<file path="src/rtl/sdram_burst_pkg.sv">
package sdram_burst_pkg;

  localparam logic [2:0] LEN_ONE   = 3'b000;
  localparam logic [2:0] LEN_TWO   = 3'b001;
  localparam logic [2:0] LEN_FOUR  = 3'b010;
  localparam logic [2:0] LEN_EIGHT = 3'b011;
  localparam logic [2:0] LEN_PAGE  = 3'b111;

  localparam logic [2:0] LAT_TWO   = 3'b010;
  localparam logic [2:0] LAT_THREE = 3'b011;

  // field positions inside the mode word
  localparam int LEN_LSB   = 0;
  localparam int ORDER_BIT = 3;
  localparam int LAT_LSB   = 4;
  localparam int WSGL_BIT  = 9;

  typedef struct packed {
    logic [2:0] lenCode;
    logic       interleave;
    logic       lat3;
    logic       singleWrite;
  } modeT;

  typedef struct packed {
    logic load;       // capture start column, clear beat
    logic step;       // advance beat
    logic singleLen;  // current burst is a one-word write
  } burstStrobeT;

endpackage

</file>
<file path="src/rtl/sdram_mode_reg.sv">
module sdram_mode_reg
  import sdram_burst_pkg::*;
#(
  parameter int MODE_W = 12
) (
  input  logic              clk,
  input  logic              rstN,
  input  logic              cmdModeSet,
  input  logic [MODE_W-1:0] modeWord,
  output modeT              mode
);

  logic [2:0] lenField;
  logic [2:0] latField;
  logic       lenOk;
  logic       latOk;

  assign lenField = modeWord[LEN_LSB +: 3];
  assign latField = modeWord[LAT_LSB +: 3];

  always_comb begin
    unique case (lenField)
      LEN_ONE, LEN_TWO, LEN_FOUR, LEN_EIGHT, LEN_PAGE: lenOk = 1'b1;
      default:                                         lenOk = 1'b0;
    endcase
    latOk = (latField == LAT_TWO) || (latField == LAT_THREE);
  end

  always_ff @(posedge clk) begin
    if (!rstN) begin
      mode.lenCode     <= LEN_ONE;
      mode.interleave  <= 1'b0;
      mode.lat3        <= 1'b1;
      mode.singleWrite <= 1'b0;
    end else if (cmdModeSet && lenOk && latOk) begin
      mode.lenCode     <= lenField;
      mode.interleave  <= modeWord[ORDER_BIT];
      mode.lat3        <= (latField == LAT_THREE);
      mode.singleWrite <= modeWord[WSGL_BIT];
    end
  end

endmodule

</file>
<file path="src/rtl/sdram_burst_ctrl.sv">
module sdram_burst_ctrl
  import sdram_burst_pkg::*;
(
  input  logic        clk,
  input  logic        rstN,
  input  logic        cmdRead,
  input  logic        cmdWrite,
  input  logic        cmdStop,
  input  logic        cmdPrecharge,
  input  modeT        mode,
  input  logic        lastBeat,
  output burstStrobeT strobe,
  output logic        active,
  output logic        isWrite
);

  logic rwCmd;
  logic termCmd;

  assign rwCmd   = cmdRead | cmdWrite;
  assign termCmd = cmdStop | cmdPrecharge;

  always_ff @(posedge clk) begin
    if (!rstN) begin
      active  <= 1'b0;
      isWrite <= 1'b0;
    end else if (rwCmd) begin
      active  <= 1'b1;
      isWrite <= !cmdRead;
    end else if (termCmd) begin
      active  <= 1'b0;
    end else if (active && lastBeat) begin
      active  <= 1'b0;
    end
  end

  always_comb begin
    strobe.load      = rwCmd;
    strobe.step      = active && !lastBeat && !rwCmd && !termCmd;
    strobe.singleLen = isWrite && mode.singleWrite;
  end

endmodule

</file>
<file path="src/rtl/sdram_col_datapath.sv">
module sdram_col_datapath
  import sdram_burst_pkg::*;
#(
  parameter int COL_W = 8
) (
  input  logic             clk,
  input  logic             rstN,
  input  burstStrobeT      strobe,
  input  modeT             mode,
  input  logic [COL_W-1:0] colIn,
  output logic [COL_W-1:0] colAddr,
  output logic             lastBeat
);

  logic [COL_W-1:0] startCol;
  logic [COL_W-1:0] beat;
  logic [COL_W-1:0] lenMask;
  logic [COL_W-1:0] effMask;
  logic [COL_W-1:0] lowBits;
  logic             fullPage;
  logic             useIlv;

  always_comb begin
    unique case (mode.lenCode)
      LEN_ONE:   lenMask = '0;
      LEN_TWO:   lenMask = COL_W'(1);
      LEN_FOUR:  lenMask = COL_W'(3);
      LEN_EIGHT: lenMask = COL_W'(7);
      default:   lenMask = '1;
    endcase
    fullPage = (mode.lenCode == LEN_PAGE) && !strobe.singleLen;
    effMask  = strobe.singleLen ? '0 : lenMask;
    useIlv   = mode.interleave && !fullPage;
    lowBits  = useIlv ? (startCol ^ beat) : (startCol + beat);
    colAddr  = (startCol & ~effMask) | (lowBits & effMask);
    lastBeat = !fullPage && (beat == effMask);
  end

  always_ff @(posedge clk) begin
    if (!rstN) begin
      startCol <= '0;
      beat     <= '0;
    end else if (strobe.load) begin
      startCol <= colIn;
      beat     <= '0;
    end else if (strobe.step) begin
      beat     <= beat + COL_W'(1);
    end
  end

endmodule

</file>
<file path="src/rtl/sdram_read_pipe.sv">
module sdram_read_pipe #(
  parameter int MIN_LAT = 2,
  parameter int MAX_LAT = 3
) (
  input  logic clk,
  input  logic rstN,
  input  logic rdIssue,
  input  logic lat3,
  output logic readValid
);

  localparam int DEPTH = MAX_LAT - 1;

  logic [DEPTH-1:0] stage;

  always_ff @(posedge clk) begin
    if (!rstN) stage[0] <= 1'b0;
    else       stage[0] <= rdIssue;
  end

  for (genvar k = 1; k < DEPTH; k++) begin : g_delay
    always_ff @(posedge clk) begin
      if (!rstN) stage[k] <= 1'b0;
      else       stage[k] <= stage[k-1];
    end
  end

  assign readValid = lat3 ? stage[MAX_LAT-2] : stage[MIN_LAT-2];

endmodule

</file>
<file path="src/rtl/sdram_col_burst.sv">
module sdram_col_burst
  import sdram_burst_pkg::*;
#(
  parameter int COL_W  = 8,
  parameter int MODE_W = 12
) (
  input  logic              clk,
  input  logic              rstN,
  input  logic              cmdRead,
  input  logic              cmdWrite,
  input  logic              cmdStop,
  input  logic              cmdPrecharge,
  input  logic              cmdModeSet,
  input  logic [MODE_W-1:0] modeWord,
  input  logic [COL_W-1:0]  colIn,
  output logic [COL_W-1:0]  colAddr,
  output logic              colValid,
  output logic              writeEn,
  output logic              readValid
);

  modeT        mode;
  burstStrobeT strobe;
  logic        lastBeat;
  logic        active;
  logic        isWrite;

  sdram_mode_reg #(.MODE_W(MODE_W)) modeRegI (
    .clk(clk), .rstN(rstN), .cmdModeSet(cmdModeSet),
    .modeWord(modeWord), .mode(mode)
  );

  sdram_burst_ctrl ctrlI (
    .clk(clk), .rstN(rstN), .cmdRead(cmdRead), .cmdWrite(cmdWrite),
    .cmdStop(cmdStop), .cmdPrecharge(cmdPrecharge), .mode(mode),
    .lastBeat(lastBeat), .strobe(strobe), .active(active), .isWrite(isWrite)
  );

  sdram_col_datapath #(.COL_W(COL_W)) dpI (
    .clk(clk), .rstN(rstN), .strobe(strobe), .mode(mode),
    .colIn(colIn), .colAddr(colAddr), .lastBeat(lastBeat)
  );

  sdram_read_pipe rdPipeI (
    .clk(clk), .rstN(rstN), .rdIssue(active && !isWrite),
    .lat3(mode.lat3), .readValid(readValid)
  );

  assign colValid = active;
  assign writeEn  = active && isWrite;

endmodule

</file>
<file path="config.mk">
export PLATFORM = sky130hd
export DESIGN_NAME = sdram_col_burst
export DESIGN_NICKNAME = d
export VERILOG_FILES = /design/src/rtl/sdram_burst_pkg.sv /design/src/rtl/sdram_mode_reg.sv /design/src/rtl/sdram_burst_ctrl.sv /design/src/rtl/sdram_col_datapath.sv /design/src/rtl/sdram_read_pipe.sv /design/src/rtl/sdram_col_burst.sv
export SDC_FILE = /design/constraint.sdc
export NUM_CORES = 1
export LEC_CHECK = 0
export ABC_CLOCK_PERIOD_IN_PS = 3200
export BUFFER_PORTS_ARGS = -buffer_cell sky130_fd_sc_hd__buf_2
export CAP_MARGIN = 0
export CORE_MARGIN = 5
export CORE_UTILIZATION = 50
export CTS_BUF_LIST = sky130_fd_sc_hd__clkbuf_8 sky130_fd_sc_hd__clkbuf_16
export DETAILED_ROUTE_END_ITERATION = 10
export PLACE_DENSITY_LB_ADDON = 0.05
export SYNTH_ARGS = -nofsm -noshare
export SYNTH_HDL_FRONTEND = slang
export SYNTH_SLANG_ARGS = --single-unit
</file>
<file path="constraint.sdc">
create_clock -name clk -period 3.2 [get_ports clk]
set_clock_uncertainty 0.1 [all_clocks]
set_input_delay 0.32 -clock clk [delete_from_list [all_inputs] [get_ports clk]]
set_output_delay 0.32 -clock clk [all_outputs]
set_load 0.005 [all_outputs]
</file>
==> results of run 1 <==
-- where the power goes --
part / switching [uW] / leakage (uW) / internal (uW)
Clock: 100 / 0.0000288 / 110
Combinational: 40.0 / 0.000504 / 41.9
Sequential: 9.42 / 0.000212 / 334
-- critical path, stage by stage, from the launching register on --
cell	delay, ns
dfxtp_1	0.49
ha_1	0.32
a211oi_1	0.26
nor2_1	0.12
o41ai_2	0.27
nor2_1	0.08
a311oi_1	0.35
xnor2_1	0.17
buf_2	0.13
-- layout make-up --
cell class,count,area (um^2),share of cell area
clock buffers,4,55.05,0.02929
multi-input cells,157,1061,0.5646
flip-flops and latches,26,520.5,0.2770
inverters,4,15.01,0.007989
repair buffers,34,172.7,0.09188
well taps,44,55.05,0.02929
-- final timing paths --
| path | from | end | slack (ns) | cells after the start |
|---|---|---|---|---|
| worst min register to register | rdPipeI.stage[0] | rdPipeI.stage[1] | 0.36 | 1 |
| worst max register to register | modeRegI.mode[5] | dpI.beat[2] | 0.98 | 6 |
| worst min-delay path | cmdRead | ctrlI.isWrite | 0.12 | 2 |
| worst max-delay path | dpI.beat[1] | colAddr[7] | 0.33 | 8 |
-- kinds of logic after synthesis --
logic type                 count (synthesis)
xor gates and xnor gates                  13
DFF                                       26
and+or+nand+nor                           75
adders and majority gates                  9
buffers and inverters                      7
AOI/OAI and AO/OA                         52
muxes                                      8
-- flip-flops by register name, summed over array words and instances, names as in the netlist --
signal and count:
dpI.beat 8, dpI.startCol 8, modeRegI.mode 6, rdPipeI.stage 2
ctrlI.active 1, ctrlI.isWrite 1
-- synth_stat cells (3+ instances only) --
library cell  number  area (um^2)
and2_1             3        18.77
a21oi_2            3        26.28
a2111oi_0          3        26.28
a21boi_0           8        60.06
a21oi_1            8        40.04
a211oi_1           3        22.52
xnor2_1           10        87.58
o21ai_0            7        35.03
nor2b_1            5        31.28
inv_1              4        15.01
o21ai_1            4        20.02
dfxtp_1           26        520.5
mux2i_1            6        60.06
o21a_1             6        45.04
nand2_1           29        108.9
nand3_1            5        25.02
nor2_1            21        78.83
ha_1               8        100.1
-- per-stage QoR --
step	util	worst slack (ns)	hold slack [ns]	instance area [um^2]	power [uW]
global placement	0.5951	0.6464	0.3397	1817	430.0
finish	0.6156	0.3315	0.1228	1879	635.6
global route	0.6156	0.1059	0.1249	1879	670.4
detailed placement	0.5951	0.5940	0.3454	1817	433.7
floorplan	-	1.022	0.2961	1602	399.0
CTS	0.6131	0.2603	0.1177	1872	645.4
-- layer usage --
layer / vias up / part of all wire / GRT usage
li1: 749 / - / -
met1: 659 / 0.47 / 0.2125
met3: 5 / 0.053 / 0.04047
met2: 32 / 0.47 / 0.2970
met4: 0 / 0.0071 / 0.03807
met5: - / 0 / 0
==> impl_metrics.ini, run 1 <==
[run_status]
outcome = finished, final reports clean

[drt]
wl_per_cell_um = 13.01
postRouteAntennaNets = 0
route.detailed.drc = 0
first_pass_iters = 4
vias_per_cell = 5.372
wirelength_mm = 3.500
drt-initial-drc-count = 65
via_count = 1445

[finish]
mostFrequentLayoutCell = buf_2
fillers = 302
final_cell_mix = buf_2, nand2_1, dfxtp_1, nor2_1, xnor2_1
antennaDiodeCount = 0
nets = 262
drive_above_1_share = 0.2222
final_cells = 269
area_growth_pct = 17.34

[critical_path]
critPathMaxFanout = 8
crit_required_ns = 2.78
path_class = reg -> out
start_kind = register
timing.critical_path.arrival_ns = 2.45
worst_setup_path_end_kind = primary output

[synthesis]
synth-edff-count = 0
yosys.area_share.xor_xnor = 0.07578
ys_seq_elements = 26
yosysSeqAreaShare = 0.3250
synth_compound_area_frac = 0.2352
synthCells = 190
async_flop_share = 0
synth_mux_area_frac = 0.05156
syn-cell-area_um2 = 1602
synth_ff_type = dfxtp_1
syn_nets = 226
syn_area_per_cell_um2 = 8.429
yosys.area_share.adder = 0.07500
yosys.area_share.simple = 0.2203
yosysWarnings = 0
ys_types = 43
synth_top_family_by_area = compound AO/OA/AOI/OAI gates

[timing]
fmax_ghz = 0.3486
fin_crit_ns = 2.868
rsz0062_at_grt = no
tns_ns = 0
slew_headroom = 0.5758
tightest_slew_ns = 0.6203
setup_viol = 0
finalMaxSlewViolations = 0
period_share = 0.8964
final_hold_viol_count = 0

[clock_network]
cts-resized-gates = 0
cts_tree = yes
cts_sinks = 26
postCtsSetupBuffers = 0
clock_latency_ns = 0.27
cts_buffer_depth = 2
cts_root_buf = clkbuf_8
clkTransAtPathRegs_ns = 0.09
cts_buffers = 3
htree_num_levels = 1
ctsHoldBuffers = 0

[global_route]
grt_max_degree = 20
grt_pass1_wl_mm = 5.927
grt_antenna_before_repair = 0
grt_usage = 0.1711
grt_pass1_vias = 1400
grt_overflow_total = 0

[placed_design]
gp_congestion = 0.8018
portBuffers = 33
post-place-cells = 265
dp_hpwl_mm = 2.823

[floorplan]
die_width_um = 66.60
die_h_um = 66.60
num_io_pins = 38
dieArea_um2 = 4435
start_util = 0.5246
core_area_um2 = 3053
rows = 20

[power]
p_leak_uw = 0.0007449
cellPowerDensity_nw_per_um2 = 338.2
ir_worst_vdd_v = 0.0002177

[min_path]
hold_path_class = in -> reg

[job]
cap_viol_max_count = 0
Note: power is estimated with default switching activity, not from simulation.
==> run 2, diff against run 1 <==
- PLACE_DENSITY: unset -> 0.75
- PLACE_DENSITY_LB_ADDON: 0.05 -> unset
==> impl_metrics.ini, run 2 (same netlist as run 1, synthesis figures left out) <==
[min_path]
holdPathStages = 2
hold_path_class = in -> reg
whs_endpoint = ctrlI.isWrite
hp-start = cmdRead

[placed_design]
gp_congestion = 0.8705
portBuffers = 33
dp_hpwl_mm = 2.668

[drt]
wl_per_cell_um = 12.41
vias_per_cell = 5.309
route.detailed.drc = 0
via_count = 1428
first_pass_iters = 6
wirelength_mm = 3.337
postRouteAntennaNets = 0
drt-initial-drc-count = 83

[clock_network]
postCtsSetupBuffers = 0
cts-resized-gates = 0
cts_tree = yes
htree_num_levels = 1
cts_buffer_depth = 2
clkTransAtPathRegs_ns = 0.09
cts_sinks = 26
ctsHoldBuffers = 0
cts_root_buf = clkbuf_8
clock_latency_ns = 0.27
cts_buffers = 3

[floorplan]
core_area_um2 = 3053
die_h_um = 66.60
die_width_um = 66.60
rows = 20
num_io_pins = 38
start_util = 0.5246
dieArea_um2 = 4435

[timing]
period_share = 0.9060
tns_ns = 0
slew_headroom = 0.5912
tightest_slew_ns = 0.6132
hold_slack_ns = 0.1265
setup_viol = 0
fin_crit_ns = 2.899
final_hold_viol_count = 0
finalMaxSlewViolations = 0
rsz0062_at_grt = no
fmax_ghz = 0.3449

[power]
comb_power_share = 0.118
cellPowerDensity_nw_per_um2 = 369.4
p_leak_uw = 0.0007422
switching_power_uw = 154.0
p_seq_frac = 0.493
switching_share = 0.2208
p_int_uw = 543.5
ir_worst_vdd_v = 0.0002819
p_clk_frac = 0.390

[critical_path]
worst_setup_path_end_kind = primary output
path_class = reg -> out
reg2regPathDepth = 6
timing.critical_path.arrival_ns = 2.48
reg2reg_to = dpI.beat[2]
start_kind = register
timing.rr.start = modeRegI.mode[5]
crit_required_ns = 2.78
critPathMaxFanout = 8
reg2reg_slack_ns = 0.99

[global_route]
grt_antenna_before_repair = 0
grt_overflow_total = 0
grt_pass1_wl_mm = 5.920
grt_usage = 0.1686
grt_max_degree = 20
grt_pass1_vias = 1322

[run_status]
outcome = finished, final reports clean

[finish]
antennaDiodeCount = 0
final_cell_mix = buf_2, nand2_1, dfxtp_1, nor2_1, xnor2_1
mostFrequentLayoutCell = buf_2
largestRegisters = dpI.beat: 8 flops, dpI.startCol: 8 flops, modeRegI.mode: 6 flops
regArea_um2 = 520.5
nets = 262
area_growth_pct = 17.89
multi_input_area_um2 = 1054
fillers = 294
drive_above_1_share = 0.2178

[job]
cap_viol_max_count = 0
==> run 2: cell count changes in the layout (fill, tap and decap cells not counted) <==
| cell | before | now |
|---|---|---|
| o41ai_1 | 0 | 1 |
| bufinv_16 | 0 | 1 |
| clkbuf_8 | 4 | 3 |
| o41ai_2 | 1 | 0 |
==> run 2: worst max path at each step <==
| stage | endpoint | cells after the start | slack, ns | start |
|---|---|---|---|---|
| 3_5_place_dp | colAddr[7] | 8 | 0.66 | dpI.beat[1] |
| 4_1_cts | colAddr[7] | 8 | 0.33 | dpI.beat[1] |
| 3_3_place_gp | colAddr[7] | 8 | 0.69 | dpI.beat[1] |
| 5_1_grt | colAddr[7] | 8 | 0.09 | dpI.beat[1] |
| 2_1_floorplan | colAddr[7] | 7 | 1.02 | dpI.beat[1] |
| 6_report | colAddr[7] | 8 | 0.30 | dpI.beat[1] |
==> run 2: layout make-up <==
| cell class | count | area share |
|---|---|---|
| clock buffers | 3 | 0.02187 |
| clock inverters | 1 | 0.01590 |
| inverters | 4 | 0.007952 |
| multi-input cells | 157 | 0.5580 |
| flip-flops and latches | 26 | 0.2757 |
| well taps | 44 | 0.02916 |
| repair buffers | 34 | 0.09145 |
==> run 2: metal layers <==
metal  vias to the layer above  GRT usage  routed length, um
met5                         -          0                  0
met4                         0    0.02792                 13
met3                         2    0.03879                168
met2                        31     0.2661               1530
met1                       650     0.2361               1625
li1                        745          -                  -
==> run 2: through the flow <==
step             util  setup WS, ns  total power, uW  area [um^2]  cells
6_report       0.6184        0.3008            697.4         1888    269
5_1_grt        0.6184       0.09460            725.0         1888    269
4_1_cts        0.6184        0.3332            702.7         1888    269
3_5_place_dp   0.5951        0.6599            434.2         1817    265
3_3_place_gp   0.5951        0.6931            431.6         1817    265
2_1_floorplan       -         1.022            399.0         1602    190
==> run 2: power groups by stage <==
stage | Clock (uW) | Combinational, uW | Sequential [uW]
4_1_cts | 276 | 83.1 | 344
3_5_place_dp | 0 | 82.9 | 351
3_3_place_gp | 0 | 80.6 | 351
5_1_grt | 286 | 93.7 | 346
2_1_floorplan | 0 | 50.4 | 349
6_report | 272 | 82.0 | 344
==> run 2: worst max-delay path: stages, from the launching register on <==
cell and delay (ns):
dfxtp_1 0.50, ha_1 0.31, a211oi_1 0.24, nor2_1 0.09, o41ai_1 0.36, nor2_1 0.08, a311oi_1 0.33, xnor2_1 0.17
buf_2 0.14
